===== src/rtl/led_blink_pkg.sv =====
package led_blink_pkg;

  typedef enum logic [1:0] {
    PWR_IDLE  = 2'b00,
    PWR_GRP1  = 2'b01,
    PWR_GRP2  = 2'b10,
    PWR_READY = 2'b11
  } pwr_state_e;

  typedef enum logic [1:0] {
    SHOW_TOGGLE,
    SHOW_FRAME,
    SHOW_SOLID
  } show_mode_e;

endpackage


===== src/rtl/led_rst_sync.sv =====
module led_rst_sync #(
  parameter int unsigned STAGES = 2
) (
  input  logic clk,
  input  logic rst_async_n,
  output logic rst_sync_n
);

  logic [STAGES-1:0] sync_q;
  logic [STAGES-1:0] sync_d;

  always_comb begin
    sync_d = {sync_q[STAGES-2:0], 1'b1};
  end

  always_ff @(posedge clk or negedge rst_async_n) begin
    if (!rst_async_n) begin
      sync_q <= '0;
    end else begin
      sync_q <= sync_d;
    end
  end

  assign rst_sync_n = sync_q[STAGES-1];

endmodule


===== src/rtl/led_slot_timer.sv =====
module led_slot_timer #(
  parameter int unsigned TICK_DIV = 4,
  parameter int unsigned SLOTS    = 8,
  localparam int unsigned SLOT_W  = $clog2(SLOTS),
  localparam int unsigned CNT_W   = (TICK_DIV > 1) ? $clog2(TICK_DIV) : 1
) (
  input  logic              clk,
  input  logic              rst_n,
  output logic              tick_o,
  output logic [SLOT_W-1:0] slot_o,
  output logic [SLOT_W-1:0] slot_nxt_o
);

  logic              tick;
  logic [SLOT_W-1:0] slot_q;
  logic [SLOT_W-1:0] slot_inc;
  logic [SLOT_W-1:0] slot_d;
  logic              slot_en;

  generate
    if (TICK_DIV <= 1) begin : g_no_div
      assign tick = 1'b1;
    end else begin : g_div
      logic [CNT_W-1:0] cnt_q;
      logic [CNT_W-1:0] cnt_d;
      logic             cnt_last;

      always_comb begin
        cnt_last = (cnt_q == CNT_W'(TICK_DIV - 1));
        cnt_d    = cnt_last ? '0 : cnt_q + 1'b1;
      end

      always_ff @(posedge clk or negedge rst_n) begin
        if (!rst_n) begin
          cnt_q <= '0;
        end else begin
          cnt_q <= cnt_d;
        end
      end

      assign tick = cnt_last;


      cnt_range_chk: assert property (@(posedge clk) disable iff (!rst_n)
        cnt_q <= CNT_W'(TICK_DIV - 1));

      tick_spacing_chk: assert property (@(posedge clk) disable iff (!rst_n)
        tick |=> !tick);
    end
  endgenerate

  always_comb begin
    if (SLOTS == (1 << SLOT_W)) begin
      slot_inc = slot_q + 1'b1;
    end else begin
      slot_inc = (slot_q == SLOT_W'(SLOTS - 1)) ? '0 : slot_q + 1'b1;
    end
    slot_en = tick;
    slot_d  = slot_en ? slot_inc : slot_q;
  end

  always_ff @(posedge clk or negedge rst_n) begin
    if (!rst_n) begin
      slot_q <= '0;
    end else if (slot_en) begin
      slot_q <= slot_d;
    end
  end

  assign tick_o     = tick;
  assign slot_o     = slot_q;
  assign slot_nxt_o = slot_inc;


  slot_hold_chk: assert property (@(posedge clk) disable iff (!rst_n)
    !tick |=> $stable(slot_q));

  slot_advance_chk: assert property (@(posedge clk) disable iff (!rst_n)
    tick |=> (slot_q != $past(slot_q)));

endmodule


===== src/rtl/led_pattern.sv =====
module led_pattern
  import led_blink_pkg::*;
#(
  parameter int unsigned SLOTS     = 8,
  parameter int unsigned LIT_GRP1  = 5,
  parameter int unsigned LIT_GRP2  = 4,
  parameter int unsigned LIT_READY = 3,
  localparam int unsigned SLOT_W   = $clog2(SLOTS),
  localparam int unsigned LIT_W    = SLOT_W + 1
) (
  input  logic              clk,
  input  logic              rst_n,
  input  logic              tick_i,
  input  logic [SLOT_W-1:0] slot_nxt_i,
  input  logic [1:0]        pwr_state_i,
  input  logic              cfg_done_i,
  output logic              led_o
);

  pwr_state_e  pwr;
  show_mode_e  mode;
  logic [LIT_W-1:0] lit_cnt;
  logic        frame_on;
  logic        led_q;
  logic        led_d;
  logic        led_en;

  always_comb begin
    pwr     = pwr_state_e'(pwr_state_i);
    mode    = SHOW_FRAME;
    lit_cnt = '0;
    unique case (pwr)
      PWR_IDLE: begin
        mode = SHOW_TOGGLE;
      end
      PWR_GRP1: begin
        lit_cnt = LIT_W'(LIT_GRP1);
      end
      PWR_GRP2: begin
        lit_cnt = LIT_W'(LIT_GRP2);
      end
      PWR_READY: begin
        if (cfg_done_i) begin
          mode = SHOW_SOLID;
        end else begin
          lit_cnt = LIT_W'(LIT_READY);
        end
      end
      default: begin
        mode = SHOW_TOGGLE;
      end
    endcase
  end

  always_comb begin
    frame_on = ({1'b0, slot_nxt_i} < lit_cnt);
    led_en   = tick_i;
    unique case (mode)
      SHOW_TOGGLE: led_d = ~led_q;
      SHOW_SOLID:  led_d = 1'b1;
      SHOW_FRAME:  led_d = frame_on;
      default:     led_d = 1'b0;
    endcase
  end

  always_ff @(posedge clk or negedge rst_n) begin
    if (!rst_n) begin
      led_q <= 1'b0;
    end else if (led_en) begin
      led_q <= led_d;
    end
  end

  assign led_o = led_q;


  led_hold_chk: assert property (@(posedge clk) disable iff (!rst_n)
    !tick_i |=> $stable(led_q));

  idle_toggle_chk: assert property (@(posedge clk) disable iff (!rst_n)
    (tick_i && pwr_state_i == 2'b00) |=> (led_q != $past(led_q)));

  solid_on_chk: assert property (@(posedge clk) disable iff (!rst_n)
    (tick_i && pwr_state_i == 2'b11 && cfg_done_i) |=> led_q);

  frame_head_chk: assert property (@(posedge clk) disable iff (!rst_n)
    (tick_i && pwr_state_i != 2'b00 && !(pwr_state_i == 2'b11 && cfg_done_i)
     && slot_nxt_i == '0) |=> led_q);

  frame_tail_chk: assert property (@(posedge clk) disable iff (!rst_n)
    (tick_i && pwr_state_i != 2'b00 && !(pwr_state_i == 2'b11 && cfg_done_i)
     && slot_nxt_i == SLOT_W'(SLOTS - 1)) |=> !led_q);

endmodule


===== src/rtl/led_status_blinker.sv =====
module led_status_blinker #(
  parameter int unsigned CLK_FREQ_HZ   = 25_000_000,
  parameter int unsigned SLOT_RATE_DHZ = 58,
  parameter int unsigned TICK_DIV      = (CLK_FREQ_HZ / SLOT_RATE_DHZ) * 10,
  parameter int unsigned SLOTS         = 8,
  parameter int unsigned LIT_GRP1      = 5,
  parameter int unsigned LIT_GRP2      = 4,
  parameter int unsigned LIT_READY     = 3,
  localparam int unsigned SLOT_W       = $clog2(SLOTS)
) (
  input  logic       clk,
  input  logic       rst_n,
  input  logic [1:0] pwr_state_i,
  input  logic       cfg_done_i,
  output logic       led_o
);

  logic              rst_core_n;
  logic              tick;
  logic [SLOT_W-1:0] slot_cur;
  logic [SLOT_W-1:0] slot_nxt;

  led_rst_sync #(
    .STAGES(2)
  ) u_rst_sync (
    .clk        (clk),
    .rst_async_n(rst_n),
    .rst_sync_n (rst_core_n)
  );

  led_slot_timer #(
    .TICK_DIV(TICK_DIV),
    .SLOTS   (SLOTS)
  ) u_timer (
    .clk       (clk),
    .rst_n     (rst_core_n),
    .tick_o    (tick),
    .slot_o    (slot_cur),
    .slot_nxt_o(slot_nxt)
  );

  led_pattern #(
    .SLOTS    (SLOTS),
    .LIT_GRP1 (LIT_GRP1),
    .LIT_GRP2 (LIT_GRP2),
    .LIT_READY(LIT_READY)
  ) u_pattern (
    .clk        (clk),
    .rst_n      (rst_core_n),
    .tick_i     (tick),
    .slot_nxt_i (slot_nxt),
    .pwr_state_i(pwr_state_i),
    .cfg_done_i (cfg_done_i),
    .led_o      (led_o)
  );


  slot0_dark_chk: assert property (@(posedge clk) disable iff (!rst_core_n)
    (slot_cur == '0 && !$past(tick)) |-> (!led_o || $past(led_o)));

endmodule


===== config.mk =====
export PLATFORM = sky130hd
export DESIGN_NAME = led_status_blinker
export DESIGN_NICKNAME = d
export VERILOG_FILES = /design/src/rtl/led_blink_pkg.sv /design/src/rtl/led_rst_sync.sv /design/src/rtl/led_slot_timer.sv /design/src/rtl/led_pattern.sv /design/src/rtl/led_status_blinker.sv
export SDC_FILE = /design/constraint.sdc
export NUM_CORES = 1
export LEC_CHECK = 0
export BUFFER_PORTS_ARGS = -buffer_cell sky130_fd_sc_hd__clkbuf_2
export CORE_AREA = 2 2 90 66
export DETAILED_ROUTE_END_ITERATION = 8
export DIE_AREA = 0 0 92 68
export GPL_TIMING_DRIVEN = 0
export PLACE_DENSITY = 0.4
export SYNTH_ARGS = -nofsm -noshare
export SYNTH_HDL_FRONTEND = slang
export SYNTH_SLANG_ARGS = --single-unit

===== constraint.sdc =====
create_clock -name clk -period 1.95 [get_ports clk]
set_input_delay 0.195 -clock clk [delete_from_list [all_inputs] [get_ports clk]]
set_output_delay 0.195 -clock clk [all_outputs]
set_load 0.1 [all_outputs]

=== Word level (Yosys, flattened, before mapping) ===
Index checks and enable logic that the tools add are counted.

* Add/sub/neg operators: 2
* $lt $le $gt $ge: 1
* Equality and inequality tests: 6
* Multiplexer cells: 6
* Bitwise operators: 1
* Reduce and logical (&&, ||, !) cells: 2

{| class="wikitable"
|+ Operators by type and width
! cell !! count
|-
| $add 23x1->23 const B || 1
|-
| $eq 23x23->1 const B || 1
|-
| $mux 23 || 1
|-
| $pmux 4 s3 || 1
|-
| $eq 2x2->1 const B || 3
|-
| $eq 2x1->1 const B || 2
|-
| $logic_not 2->1 || 2
|-
| $lt 3x4->1 || 1
|-
| $mux 2 || 2
|-
| $pmux 2 s2 || 1
|-
| $add 3x1->3 const B || 1
|-
| $pmux 1 s3 || 1
|-
| $not 1->1 || 1
|}

* Register bits after elaboration: 29
* Input bits: 5
* Output and inout port bits: 1
* Word-level logic and storage cells: 22

=== Longest topological paths before layout ===
* Word-level depth: 4
* Gate-level depth with buffers: 7
* Depth with buffers taken out: 7

=== Cells and area by module ===
A second synthesis with hierarchy kept.

* Cell total of the unflattened synthesis: 144
* Area total of the unflattened synthesis: 1,520.2 sq um

{| class="wikitable"
|+ By module, submodules not included
! module !! times used !! cells an instance !! area an instance (sq um) !! sequential area each (sq um)
|-
| led_slot_timer || 1 || 118 || 1,291.2 || 650.6
|-
| led_pattern || 1 || 23 || 175.2 || 25.0
|-
| led_rst_sync || 1 || 3 || 53.8 || 50.0
|}

=== Least setup slack after synthesis ===
No wires, ideal clock.

* Kind: in2reg
* From: in pwr_state_i[0]
* To: reg u_pattern.led_q (netlist: u_pattern.led_o)
* Setup time: 126 ps
* Data arrival time: 1,709 ps
* Required time: 1,824 ps
* Slack: 115 ps
* Cell stages on the path: 6
* Cell sequence: ha_1 or3b_2 ha_1 o2111ai_1 a32o_1 mux2_2

* Longest elaborated chain between the ends: 4
* Elaborated cells between the ends (all ways): 11
* Classes of those cells: order compare: 1; eq/ne: 5; mux: 3; reduce/logical: 2

{| class="wikitable"
|+ Ends and longest elaborated chain
! what !! RTL line !! RTL
|-
| start, declared || led_status_blinker.sv:13 || <nowiki>input logic [1:0] pwr_state_i,</nowiki>
|-
| $eq 2x2->1 (tied with other cells) || led_pattern.sv:32 || <nowiki>unique case (pwr)</nowiki>
|-
| $pmux 4 s3 or $pmux 2 s2 (tied branches) || led_pattern.sv:32 ||
|-
| $lt 3x4->1 (tied with other cells) || led_pattern.sv:56 || <nowiki>frame_on = ({1'b0, slot_nxt_i} < lit_cnt);</nowiki>
|-
| $pmux 1 s3 * || led_pattern.sv:58 || <nowiki>unique case (mode)</nowiki>
|-
| end signal, assigned || led_pattern.sv:70 || <nowiki>led_q <= led_d;</nowiki>
|-
| end, declared || led_pattern.sv:24 || <nowiki>logic led_q;</nowiki>
|}

Every way passes the cells marked *; elsewhere a longest branch is shown, timed or not.
A chain may end at the register's enable or synchronous reset.

=== Worst setup path in the final report ===
* From: reg u_timer.g_div.cnt_q[1]
* To: reg u_timer.g_div.cnt_q[22]

* Longest elaborated chain between the ends: 2
* Elaborated cells between the ends (all ways): 3
* Classes of those cells: add/sub: 1; eq/ne: 1; mux: 1

{| class="wikitable"
|+ Ends and longest elaborated chain
! what !! RTL line !! RTL
|-
| start, declared || led_slot_timer.sv:24 || <nowiki>logic [CNT_W-1:0] cnt_q;</nowiki>
|-
| start signal, assigned || led_slot_timer.sv:37 || <nowiki>cnt_q <= cnt_d;</nowiki>
|-
| $add 23x1->23 or $eq 23x23->1 (tied branches) || led_slot_timer.sv:30, led_slot_timer.sv:29 ||
|-
| $mux 23 * || led_slot_timer.sv:30 || <nowiki>cnt_d = cnt_last ? '0 : cnt_q + 1'b1;</nowiki>
|-
| named net u_timer.g_div.cnt_d[22] || led_slot_timer.sv:25 || <nowiki>logic [CNT_W-1:0] cnt_d;</nowiki>
|}

Mark *: on every way through the listed nets, which the timed path passes. The rest lies on a longest branch.

==> flow_metrics.env <==
export IMPL_place_inst=215
export IMPL_grt_ovfl_total=0
export IMPL_die_w_um=92
export IMPL_netlist_cell_type_count=35
export IMPL_worst_pin_slew_ps=1120
export IMPL_path_max_fanout=5
export IMPL_antenna_found_initial=0
export IMPL_synth_edff_count=0
export IMPL_fin_crit_ps=1850
export IMPL_cts_buffers=5
export IMPL_skew_ps=7.43
export IMPL_cap_violations=0
export IMPL_layout_common_cells="dfrtp_1 (23), xnor2_1 (14), nand3_1 (12), nor2_1 (8), nand2_1 (8)"
export IMPL_synth_top_area_share=0.491
export IMPL_antennaDiodeCount=0
export IMPL_nNetsFinal=165
export IMPL_htreeDepth=2
export IMPL_fin_tns_setup_ps=0
export IMPL_synth_top_family_by_area="simple AND/OR/NAND/NOR gates"
export IMPL_status="completed"
export IMPL_ys_seq_area_frac=0.491
export IMPL_fin_util=0.325
export IMPL_row_count=23
export IMPL_clk_pin_slew_ps=70
export IMPL_p_total_mw=1.12
export IMPL_drt_iter0_drc=48
export IMPL_grt_pass1_vias=1129
export IMPL_fin_cells=229
export IMPL_muxShareOfSynthArea=0.0355
export IMPL_fmax_mhz=540
export IMPL_synth_ff_type="dfrtp_1"
export IMPL_nFillCells=565
export IMPL_p_per_area_nw_per_um2=631
export IMPL_place_detailed_hpwl_mm=2.10
export IMPL_slew_violations=0
export IMPL_wl_mm=2.96
export IMPL_synth_warnings=0
export IMPL_p_leak_nw=0.758
export IMPL_synth_simple_area_share=0.236
export IMPL_postSynthAreaPerCell_um2=11.0
export IMPL_ioPinCount=6
export IMPL_yosysTopAreaCell="dfrtp_1"
export IMPL_mostFrequentLayoutCell="dfrtp_1"
export IMPL_avgRoutedWirePerCell_um=12.9
export IMPL_tritoncts="done"
export IMPL_cp_start_kind="flop"
export IMPL_finalCritPeriodShare=0.950
export IMPL_ir_drop_mv=0.262
export IMPL_cts_sinks=29
export IMPL_drt_pass1_iter_count=4
export IMPL_ys_ff_latch=29
export IMPL_vias_per_cell=4.61
export IMPL_grt_pass1_wl_mm=5.35
export IMPL_crit_type="reg2reg"
export IMPL_rsz0062_at_grt="true"
export IMPL_core_um2=5470
export IMPL_hold_class="in2async"
export IMPL_async_reset_ff_frac=1.00
export IMPL_cts_max_path_buffers=2
export IMPL_ant_nets=0
export IMPL_vias=1055
export IMPL_crit_path_end_kind="flop"
export IMPL_worstSkewPairLatency_ps=280
export IMPL_numPortBuffers=5
export IMPL_drc_errors=0
export IMPL_relSlewSlack=0.252
export IMPL_synth_area_leaders="dfrtp_1 (49%), xnor2_1 (8.3%), ha_1 (5.9%), nand3_1 (4.1%), xor2_1 (3.6%)"
export IMPL_syn_inst=135
export IMPL_gp_congestion=0.725
export IMPL_seq_area_um2=733
export IMPL_grt_total_usage=0.113
export IMPL_grt_max_degree=28
export IMPL_final_setup_viol_count=0
export IMPL_die_area_um2=6260
export IMPL_drive_above_1_share=0.253
export IMPL_cp_required_ps=2160
export IMPL_synth_xor_area_frac=0.118
export IMPL_hold_violations=0
export IMPL_syn_num_nets=147
export IMPL_clockRootBuffer="clkbuf_8"
export IMPL_start_util=0.270
export IMPL_area_delta_synth_final_pct=20.1
export IMPL_synth_area_um2=1480
export IMPL_cp_arrival_ps=2060
export IMPL_multiInputGateArea_um2=759
export IMPL_die_y_um=68
export IMPL_synth_fa_ha_area_frac=0.0592
export IMPL_synth_compound_area_share=0.0415
Yosys cell counts (all sizes together), types with 2 or more instances:
master,count
xor2,6
mux2,2
nor4b,2
nor4,3
or4,3
xnor2,14
nand3,13
nor2,9
dfrtp,29
o21ai,4
mux2i,3
inv,5
nand4b,2
nand2,9
ha,7
nand4,3
nor3,5
a21oi,3
through the flow:
step                      instance area, um2  setup WS, ps  hold slack [ps]
after floorplan                         1480           115             -101
after global placement                  1600         -97.0            -18.9
after detailed placement                1600          -109            -17.1
after CTS                               1720          6.28              214
after global routing                    1780         -23.0              220
final                                   1780          98.3              226
report_power, final:
group / internal [mW] / switching, mW / leakage, nW
Clock: 0.246 / 0.234 / 0.0439
Sequential: 0.603 / 0.0112 / 0.381
Combinational: 0.0131 / 0.0129 / 0.333
layout make-up:
type                    instances  area share
clock inverters                 3     0.00987
plain buffers                   1     0.00634
flip-flops and latches         29       0.413
inverters                       5      0.0106
clock buffers                   5      0.0388
repair buffers                 11      0.0409
multi-input cells             100       0.428
well taps                      75      0.0529
path summary, 6_finish.rpt:
path | startpoint | end | slack, ps | cells past startpoint
hold / removal | rst_n | u_rst_sync.sync_q[0]$_DFF_PN0_ | 230 | 2
setup reg to reg | u_timer.g_div.cnt_q[1]$_DFF_PN0_ | u_timer.g_div.cnt_q[22]$_DFF_PN0_ | 100 | 5
setup / recovery | u_timer.g_div.cnt_q[1]$_DFF_PN0_ | u_timer.g_div.cnt_q[22]$_DFF_PN0_ | 100 | 5
hold reg to reg | u_rst_sync.sync_q[0]$_DFF_PN0_ | u_rst_sync.sync_q[1]$_DFF_PN0_ | 350 | 0
max in group asynchronous | u_rst_sync.sync_q[1]$_DFF_PN0_ | u_timer.g_div.cnt_q[8]$_DFF_PN0_ | 730 | 0
min in group clk | u_rst_sync.sync_q[0]$_DFF_PN0_ | u_rst_sync.sync_q[1]$_DFF_PN0_ | 350 | 0
metal layers:
| metal | track usage | wire, um | part of all wire |
|---|---|---|---|
| met2 | 0.174 | 1350 | 0.45 |
| met1 | 0.146 | 1470 | 0.50 |
| met4 | 0.0522 | 45 | 0.015 |
| met5 | 0 | 0 | 0 |
| met3 | 0.0363 | 101 | 0.034 |
worst max-delay path, cell delays in order (launching register included):
cell and delay, ps:
dfrtp_1 410, ha_4 180, nand2_2 90, or4_4 470, or4_1 480, a21oi_1 150
sequential cells by signal, summed over array words and instances (netlist names):
name / count
u_timer.slot_o: 3
u_rst_sync.sync_q: 2
u_timer.g_div.cnt_q: 23
u_pattern.led_o: 1
kinds of logic (layout without fill, tap and decap cells):
| logic type | Yosys count | count (layout) |
|---|---|---|
| compound gates | 10 | 10 |
| xor+xnor | 20 | 20 |
| fa+ha+maj | 7 | 7 |
| buf+inv | 6 | 25 |
| flops | 29 | 29 |
| mux | 5 | 5 |
| other cells | 1 | 1 |
| simple gates | 57 | 57 |
timing repair:
item	4_1_cts	5_1_grt
hold buffers	1	0
pin swaps	0	2
setup buffers	1	4
endpoints found under the setup margin	7	2
cloned	0	0
endpoints found under the hold margin	2	0
gates resized for setup	5	9
(Power assumes the default switching activity.)
